File: config.mk
export PLATFORM = sky130hd
export DESIGN_NAME = ncp_top
export DESIGN_NICKNAME = d
export VERILOG_FILES = /design/src/rtl/ncp_pkg.sv /design/src/rtl/ncp_carrier.sv /design/src/rtl/ncp_shadow.sv /design/src/rtl/ncp_gates.sv /design/src/rtl/ncp_top.sv
export SDC_FILE = /design/constraint.sdc
export NUM_CORES = 1
export LEC_CHECK = 0
export ABC_AREA = 1
export ABC_CLOCK_PERIOD_IN_PS = 5400
export BUFFER_PORTS_ARGS = -buffer_cell sky130_fd_sc_hd__buf_2
export CELL_PAD_IN_SITES_DETAIL_PLACEMENT = 0
export CELL_PAD_IN_SITES_GLOBAL_PLACEMENT = 1
export CORE_ASPECT_RATIO = 0.5
export CORE_MARGIN = 2
export CORE_UTILIZATION = 41
export DETAILED_ROUTE_END_ITERATION = 12
export PLACE_DENSITY_LB_ADDON = 0.1
export REMOVE_ABC_BUFFERS = 1
export SYNTH_ARGS = -nofsm -noshare
export SYNTH_HDL_FRONTEND = slang
export SYNTH_HIERARCHICAL = 1
export SYNTH_SLANG_ARGS = --single-unit
File: constraint.sdc
create_clock -name clk -period 5.4 [get_ports clk]
set_input_delay 1.08 -clock clk [delete_from_list [all_inputs] [get_ports clk]]
set_output_delay 1.08 -clock clk [all_outputs]
set_load 0.01 [all_outputs]
File: src/rtl/ncp_pkg.sv
package ncp_pkg;
    localparam int unsigned CW = 16;
    typedef logic [CW-1:0] cnt_t;
    localparam cnt_t MIN_PER = cnt_t'(2);

    typedef struct packed {
        cnt_t period;
        cnt_t duty;
        cnt_t dead;
        cnt_t inset;
        cnt_t minon;
    } cfg_t;

    typedef struct packed {
        logic hi_fast;
        logic hi_slow;
        logic lo_fast;
        logic lo_slow;
    } gate_t;
endpackage

File: src/rtl/ncp_carrier.sv
module ncp_carrier
    import ncp_pkg::*;
(
    input  logic clk,
    input  logic rst_n,
    input  cnt_t period,
    output cnt_t count,
    output logic at_top,
    output logic at_bot
);
    typedef struct packed {
        cnt_t cnt;
        logic up;
    } car_t;

    car_t car_d, car_q;

    always_comb begin
        car_d  = car_q;
        at_top = car_q.up && (car_q.cnt >= period);
        at_bot = (car_q.cnt == '0);
        if (car_q.up) begin
            if (at_top) begin
                car_d.up  = 1'b0;
                car_d.cnt = car_q.cnt - cnt_t'(1);
            end else begin
                car_d.cnt = car_q.cnt + cnt_t'(1);
            end
        end else if (at_bot) begin
            car_d.up  = 1'b1;
            car_d.cnt = cnt_t'(1);
        end else begin
            car_d.cnt = car_q.cnt - cnt_t'(1);
        end
    end

    always_ff @(posedge clk) begin
        if (!rst_n) begin
            car_q <= '{cnt: '0, up: 1'b1};
        end else begin
            car_q <= car_d;
        end
    end

    assign count = car_q.cnt;
endmodule

File: src/rtl/ncp_shadow.sv
module ncp_shadow
    import ncp_pkg::*;
#(
    parameter cfg_t RST_CFG = '0
) (
    input  logic clk,
    input  logic rst_n,
    input  logic wr_en,
    input  cfg_t wr_cfg,
    input  logic load,
    output cfg_t active
);
    typedef struct packed {
        cfg_t pend;
        cfg_t act;
    } shd_t;

    shd_t shd_d, shd_q;

    always_comb begin
        shd_d = shd_q;
        if (wr_en) begin
            shd_d.pend = wr_cfg;
        end
        if (load) begin
            shd_d.act = shd_q.pend;
            if (shd_q.pend.period < MIN_PER) begin
                shd_d.act.period = MIN_PER;
            end
        end
    end

    always_ff @(posedge clk) begin
        if (!rst_n) begin
            shd_q <= '{pend: RST_CFG, act: RST_CFG};
        end else begin
            shd_q <= shd_d;
        end
    end

    assign active = shd_q.act;
endmodule

File: src/rtl/ncp_gates.sv
module ncp_gates
    import ncp_pkg::*;
(
    input  cnt_t  count,
    input  cfg_t  cfg,
    output gate_t gates
);
    localparam int unsigned W = CW + 2;
    typedef logic [W-1:0] wide_t;
    localparam wide_t ONE = wide_t'(1);

    wide_t lvl, per, duty, deff, lo_start, lo_w, inset, minon;

    always_comb begin
        lvl      = wide_t'(count);
        per      = wide_t'(cfg.period);
        duty     = wide_t'(cfg.duty);
        inset    = wide_t'(cfg.inset);
        minon    = wide_t'(cfg.minon);
        deff     = (duty > per) ? per : duty;
        lo_start = deff + wide_t'(cfg.dead);
        lo_w     = ((per + ONE) > lo_start) ? (per + ONE - lo_start) : '0;

        gates.hi_fast = (lvl < deff);
        gates.hi_slow = (deff >= minon) && ((lvl + inset) < deff);
        gates.lo_fast = (lvl >= lo_start);
        gates.lo_slow = (lo_w >= minon) && (lo_w != '0) && (lvl >= (lo_start + inset));
    end
endmodule

File: src/rtl/ncp_top.sv
module ncp_top
    import ncp_pkg::*;
#(
    parameter int unsigned RST_PERIOD = 16,
    parameter int unsigned RST_DUTY   = 0,
    parameter int unsigned RST_DEAD   = 1,
    parameter int unsigned RST_INSET  = 1,
    parameter int unsigned RST_MINON  = 2
) (
    input  logic                     clk,
    input  logic                     rst_n,
    input  logic                     en,
    input  logic                     reload_both,
    input  logic                     wr_en,
    input  logic [ncp_pkg::CW-1:0]   wr_period,
    input  logic [ncp_pkg::CW-1:0]   wr_duty,
    input  logic [ncp_pkg::CW-1:0]   wr_dead,
    input  logic [ncp_pkg::CW-1:0]   wr_inset,
    input  logic [ncp_pkg::CW-1:0]   wr_minon,
    output logic                     hi_fast,
    output logic                     hi_slow,
    output logic                     lo_fast,
    output logic                     lo_slow,
    output logic                     adc_trig,
    output logic                     reload_pulse
);
    localparam cfg_t RST_CFG = '{
        period: cnt_t'(RST_PERIOD),
        duty:   cnt_t'(RST_DUTY),
        dead:   cnt_t'(RST_DEAD),
        inset:  cnt_t'(RST_INSET),
        minon:  cnt_t'(RST_MINON)
    };

    typedef struct packed {
        gate_t g;
        logic  run;
        logic  trig;
        logic  rld;
    } out_t;

    out_t  st_d, st_q;
    cfg_t  act_cfg;
    cfg_t  wr_cfg;
    cnt_t  count;
    logic  at_top, at_bot, load;
    gate_t raw;

    assign wr_cfg = '{period: wr_period, duty: wr_duty, dead: wr_dead,
                      inset: wr_inset, minon: wr_minon};
    assign load   = at_top || (reload_both && at_bot);

    ncp_carrier u_car (
        .clk    (clk),
        .rst_n  (rst_n),
        .period (act_cfg.period),
        .count  (count),
        .at_top (at_top),
        .at_bot (at_bot)
    );

    ncp_shadow #(.RST_CFG(RST_CFG)) u_shd (
        .clk    (clk),
        .rst_n  (rst_n),
        .wr_en  (wr_en),
        .wr_cfg (wr_cfg),
        .load   (load),
        .active (act_cfg)
    );

    ncp_gates u_gts (
        .count (count),
        .cfg   (act_cfg),
        .gates (raw)
    );

    always_comb begin
        st_d      = st_q;
        st_d.run  = en && (st_q.run || at_bot);
        st_d.g    = (en && st_q.run) ? raw : '0;
        st_d.trig = at_top;
        st_d.rld  = load;
    end

    always_ff @(posedge clk) begin
        if (!rst_n) begin
            st_q <= '0;
        end else begin
            st_q <= st_d;
        end
    end

    assign hi_fast      = st_q.g.hi_fast;
    assign hi_slow      = st_q.g.hi_slow;
    assign lo_fast      = st_q.g.lo_fast;
    assign lo_slow      = st_q.g.lo_slow;
    assign adc_trig     = st_q.trig;
    assign reload_pulse = st_q.rld;
endmodule

==> flow_metrics.env <==
export IMPL_grt_max_degree=87
export IMPL_cts_inserted_buffers=17
export IMPL_worstPathArrival_ns=6.09
export IMPL_antenna_cells=0
export IMPL_cts_sinks=184
export IMPL_synth_area_leaders="dfxtp_1, ha_1, nor2_1"
export IMPL_num_rows=48
export IMPL_fin_skew_ns=0.0129
export IMPL_crit_path_max_fanout=8
export IMPL_r2r_cells=42
export IMPL_core_um2=34800
export IMPL_antenna_found_initial=0
export IMPL_avgSynthCellArea_um2=7.00
export IMPL_cts_root_buf="clkbuf_16"
export IMPL_slowest_stage="dfxtp_2"
export IMPL_io_buffer_count=90
export IMPL_grt_pass1_wl_um=68000
export IMPL_hp_class="reg2reg"
export IMPL_synth_most_common_cell="nor2_1"
export IMPL_holdBufCountCts=0
export IMPL_relSlewSlack=0.501
export IMPL_finalCritPeriodShare=1.06
export IMPL_path_class="reg2reg"
export IMPL_start_util=0.419
export IMPL_ys_ff_latch=184
export IMPL_yosys_warnings=6
export IMPL_drive_above_1_share=0.255
export IMPL_cpPeakStageDelay_ns=0.34
export IMPL_violations="negative setup slack"
export IMPL_worst_path_buf_inv=17
export IMPL_nNetsFinal=2606
export IMPL_htree_levels=4
export IMPL_slew_violations=0
export IMPL_die_w_um=271
export IMPL_cts_tree="yes"
export IMPL_clock_tree_buffer_depth=2
export IMPL_io_pins=91
export IMPL_setup_ws_ns=-0.346
export IMPL_dr_total_vias=13800
export IMPL_endpoint_kind="register"
export IMPL_synthCells=2083
export IMPL_tightestPinTransition_ns=0.749
export IMPL_hold_start="u_shd/active[1]$_SDFFE_PN1P_"
export IMPL_n_fill_cell=3588
export IMPL_first_pass_iters=6
export IMPL_status="complete, but fails checks"
export IMPL_synthToLayoutAreaGrowth_pct=23.7
export IMPL_period_minus_slack_ns=5.75
export IMPL_place_inst=2739
export IMPL_rsz0062_at_grt="yes"
export IMPL_routedWlPerCell_um=15.4
export IMPL_viasPerCell=4.90
export IMPL_finalSetupViolCount=1
export IMPL_cp_required_ns=5.74
export IMPL_crit_family="buffers and inverters"
export IMPL_hold_depth=2
export IMPL_drt_wl_total_um=43300
export IMPL_r2r_end="lo_slow$_SDFF_PN0_"
export IMPL_max_freq_ghz=0.174
export IMPL_crit_cells=42
export IMPL_grt_pass1_vias=12800
export IMPL_yosysTopAreaCell="dfxtp_1"
export IMPL_final_cells=2809
export IMPL_crit_path_frequent_cell="buf_4"
export IMPL_worstSetupStartpointType="register"
export IMPL_holdPathEnd="u_shd/active[1]$_SDFFE_PN1P_"
export IMPL_first_iter_violations=813
export IMPL_synthTopCellsByCount="nor2_1, nand2_1, o21ai_0"
export IMPL_hold_slack_ns=0.461
export IMPL_die_h_um=137
export IMPL_r2r_start="u_shd/active[75]$_SDFFE_PN0P_"
export IMPL_overflow=0
export IMPL_synth_edf_count=0
export IMPL_hold_viol=0
export IMPL_place_gp_congestion=0.884
export IMPL_netlist_area_leader_share=0.253
export IMPL_hpwl_um=34000
export IMPL_drc_errors=0
export IMPL_die_area_um2=37200
export IMPL_synth_cell_types=53
export IMPL_postSynth_asyncResetShare=0
export IMPL_rrSetupSlack_ns=-0.35
export IMPL_yosysSeqAreaShare=0.253
export IMPL_ys_flop_type="dfxtp_1"
export IMPL_grt_use_total=0.236
export IMPL_insertion_delay_ns=0.47
export IMPL_syn_area_um2=14600
export IMPL_clkTransAtPathRegs_ns=0.08
export IMPL_ant_nets=0
export IMPL_maxCapViolations=0
[state kept, by name, summed over array words and instances, names as in the netlist]
register,cells
lo_fast,1
hi_fast,1
st_q,1
lo_slow,1
hi_slow,1
u_car/car_q,1
reload_pulse,1
u_shd/shd_q,80
u_car/count,16
adc_trig,1
u_shd/active,80
[routing by layer]
layer,GRT usage,up-vias,part of all wire
met2,0.338,220,0.39
met1,0.363,6313,0.55
met4,0.0451,0,0.0070
met3,0.0425,20,0.048
li1,-,7223,-
met5,0,-,0
[worst max-delay path by stage]
| stage | slack, ns | start | to |
|---|---|---|---|
| 3_5_place_dp | -0.67 | u_shd/active[75]$_SDFFE_PN0P_ | lo_slow$_SDFF_PN0_ |
| 5_1_grt | -0.68 | u_shd/active[75]$_SDFFE_PN0P_ | lo_slow$_SDFF_PN0_ |
| 4_1_cts | -0.34 | u_shd/active[74]$_SDFFE_PN0P_ | lo_slow$_SDFF_PN0_ |
| 3_3_place_gp | -0.56 | u_shd/active[75]$_SDFFE_PN0P_ | lo_slow$_SDFF_PN0_ |
| 6_report | -0.35 | u_shd/active[75]$_SDFFE_PN0P_ | lo_slow$_SDFF_PN0_ |
| 2_1_floorplan | -0.50 | u_shd/active[75]$_SDFFE_PN0P_ | lo_slow$_SDFF_PN0_ |
[worst register-to-register path: cells and delay by family, from the launching register on]
family,cells,cell delay (ns)
AOI/OAI and AO/OA,6,0.67
xor gates and xnor gates,1,0.19
adders and majority gates,3,0.88
buffers and inverters,17,1.91
DFF,1,0.34
and+or+nand+nor,15,1.62
[placed cells by master (no fill, tap or decap), drive strengths merged, types with 5 or more instances in the layout]
master / Yosys / final
nand2: 314 / 315
o211ai: 10 / 10
nor3: 27 / 27
xor2: 59 / 59
clkinv: 0 / 5
ha: 196 / 196
a211oi: 8 / 8
o21ai: 220 / 220
nand4: 26 / 26
nor2: 396 / 396
dfxtp: 184 / 184
buf: 132 / 377
o21bai: 5 / 5
inv: 209 / 217
nand3: 84 / 84
a21oi: 129 / 129
clkbuf: 28 / 18
xnor2: 18 / 18
a21o: 8 / 8
[per-stage QoR]
stage	cell area (um^2)	util	TNS (ns)	setup WS [ns]
2_1_floorplan	13500	-	-0.502	-0.502
3_3_place_gp	16500	0.473	-0.558	-0.558
3_5_place_dp	16500	0.473	-0.670	-0.670
4_1_cts	17500	0.503	-0.340	-0.340
5_1_grt	18000	0.519	-0.677	-0.677
6_report	18000	0.519	-0.346	-0.346
[cell type report]
| type | count | area [um^2] | share of cell area |
|---|---|---|---|
| clock buffers | 17 | 425 | 0.0236 |
| clock inverters | 15 | 160 | 0.00888 |
| repair buffers | 378 | 2690 | 0.149 |
| well taps | 475 | 594 | 0.0330 |
| multi-input cells | 1531 | 9680 | 0.537 |
| inverters | 209 | 790 | 0.0438 |
| flip-flops and latches | 184 | 3690 | 0.205 |
[cells by family (layout without fill, tap and decap cells)]
| logic type | count (synthesis) | in the layout | share of synthesized area |
|---|---|---|---|
| simple gates | 856 | 857 | 0.249 |
| compound gates | 397 | 397 | 0.150 |
| buf+inv | 369 | 619 | 0.128 |
| fa+ha+maj | 200 | 200 | 0.174 |
| flops | 184 | 184 | 0.253 |
| xor+xnor | 77 | 77 | 0.0468 |
[what timing repair did]
item                       in CTS  in global routing
pin swaps                      44                 58
setup endpoints to repair       1                  1
gates cloned                    1                  1
resized for setup              71                 91
buffers inserted               23                 14
Power is left out: the tool's default activity adds up to more than one toggle a clock period on the data nets, which glitch-free logic cannot reach.
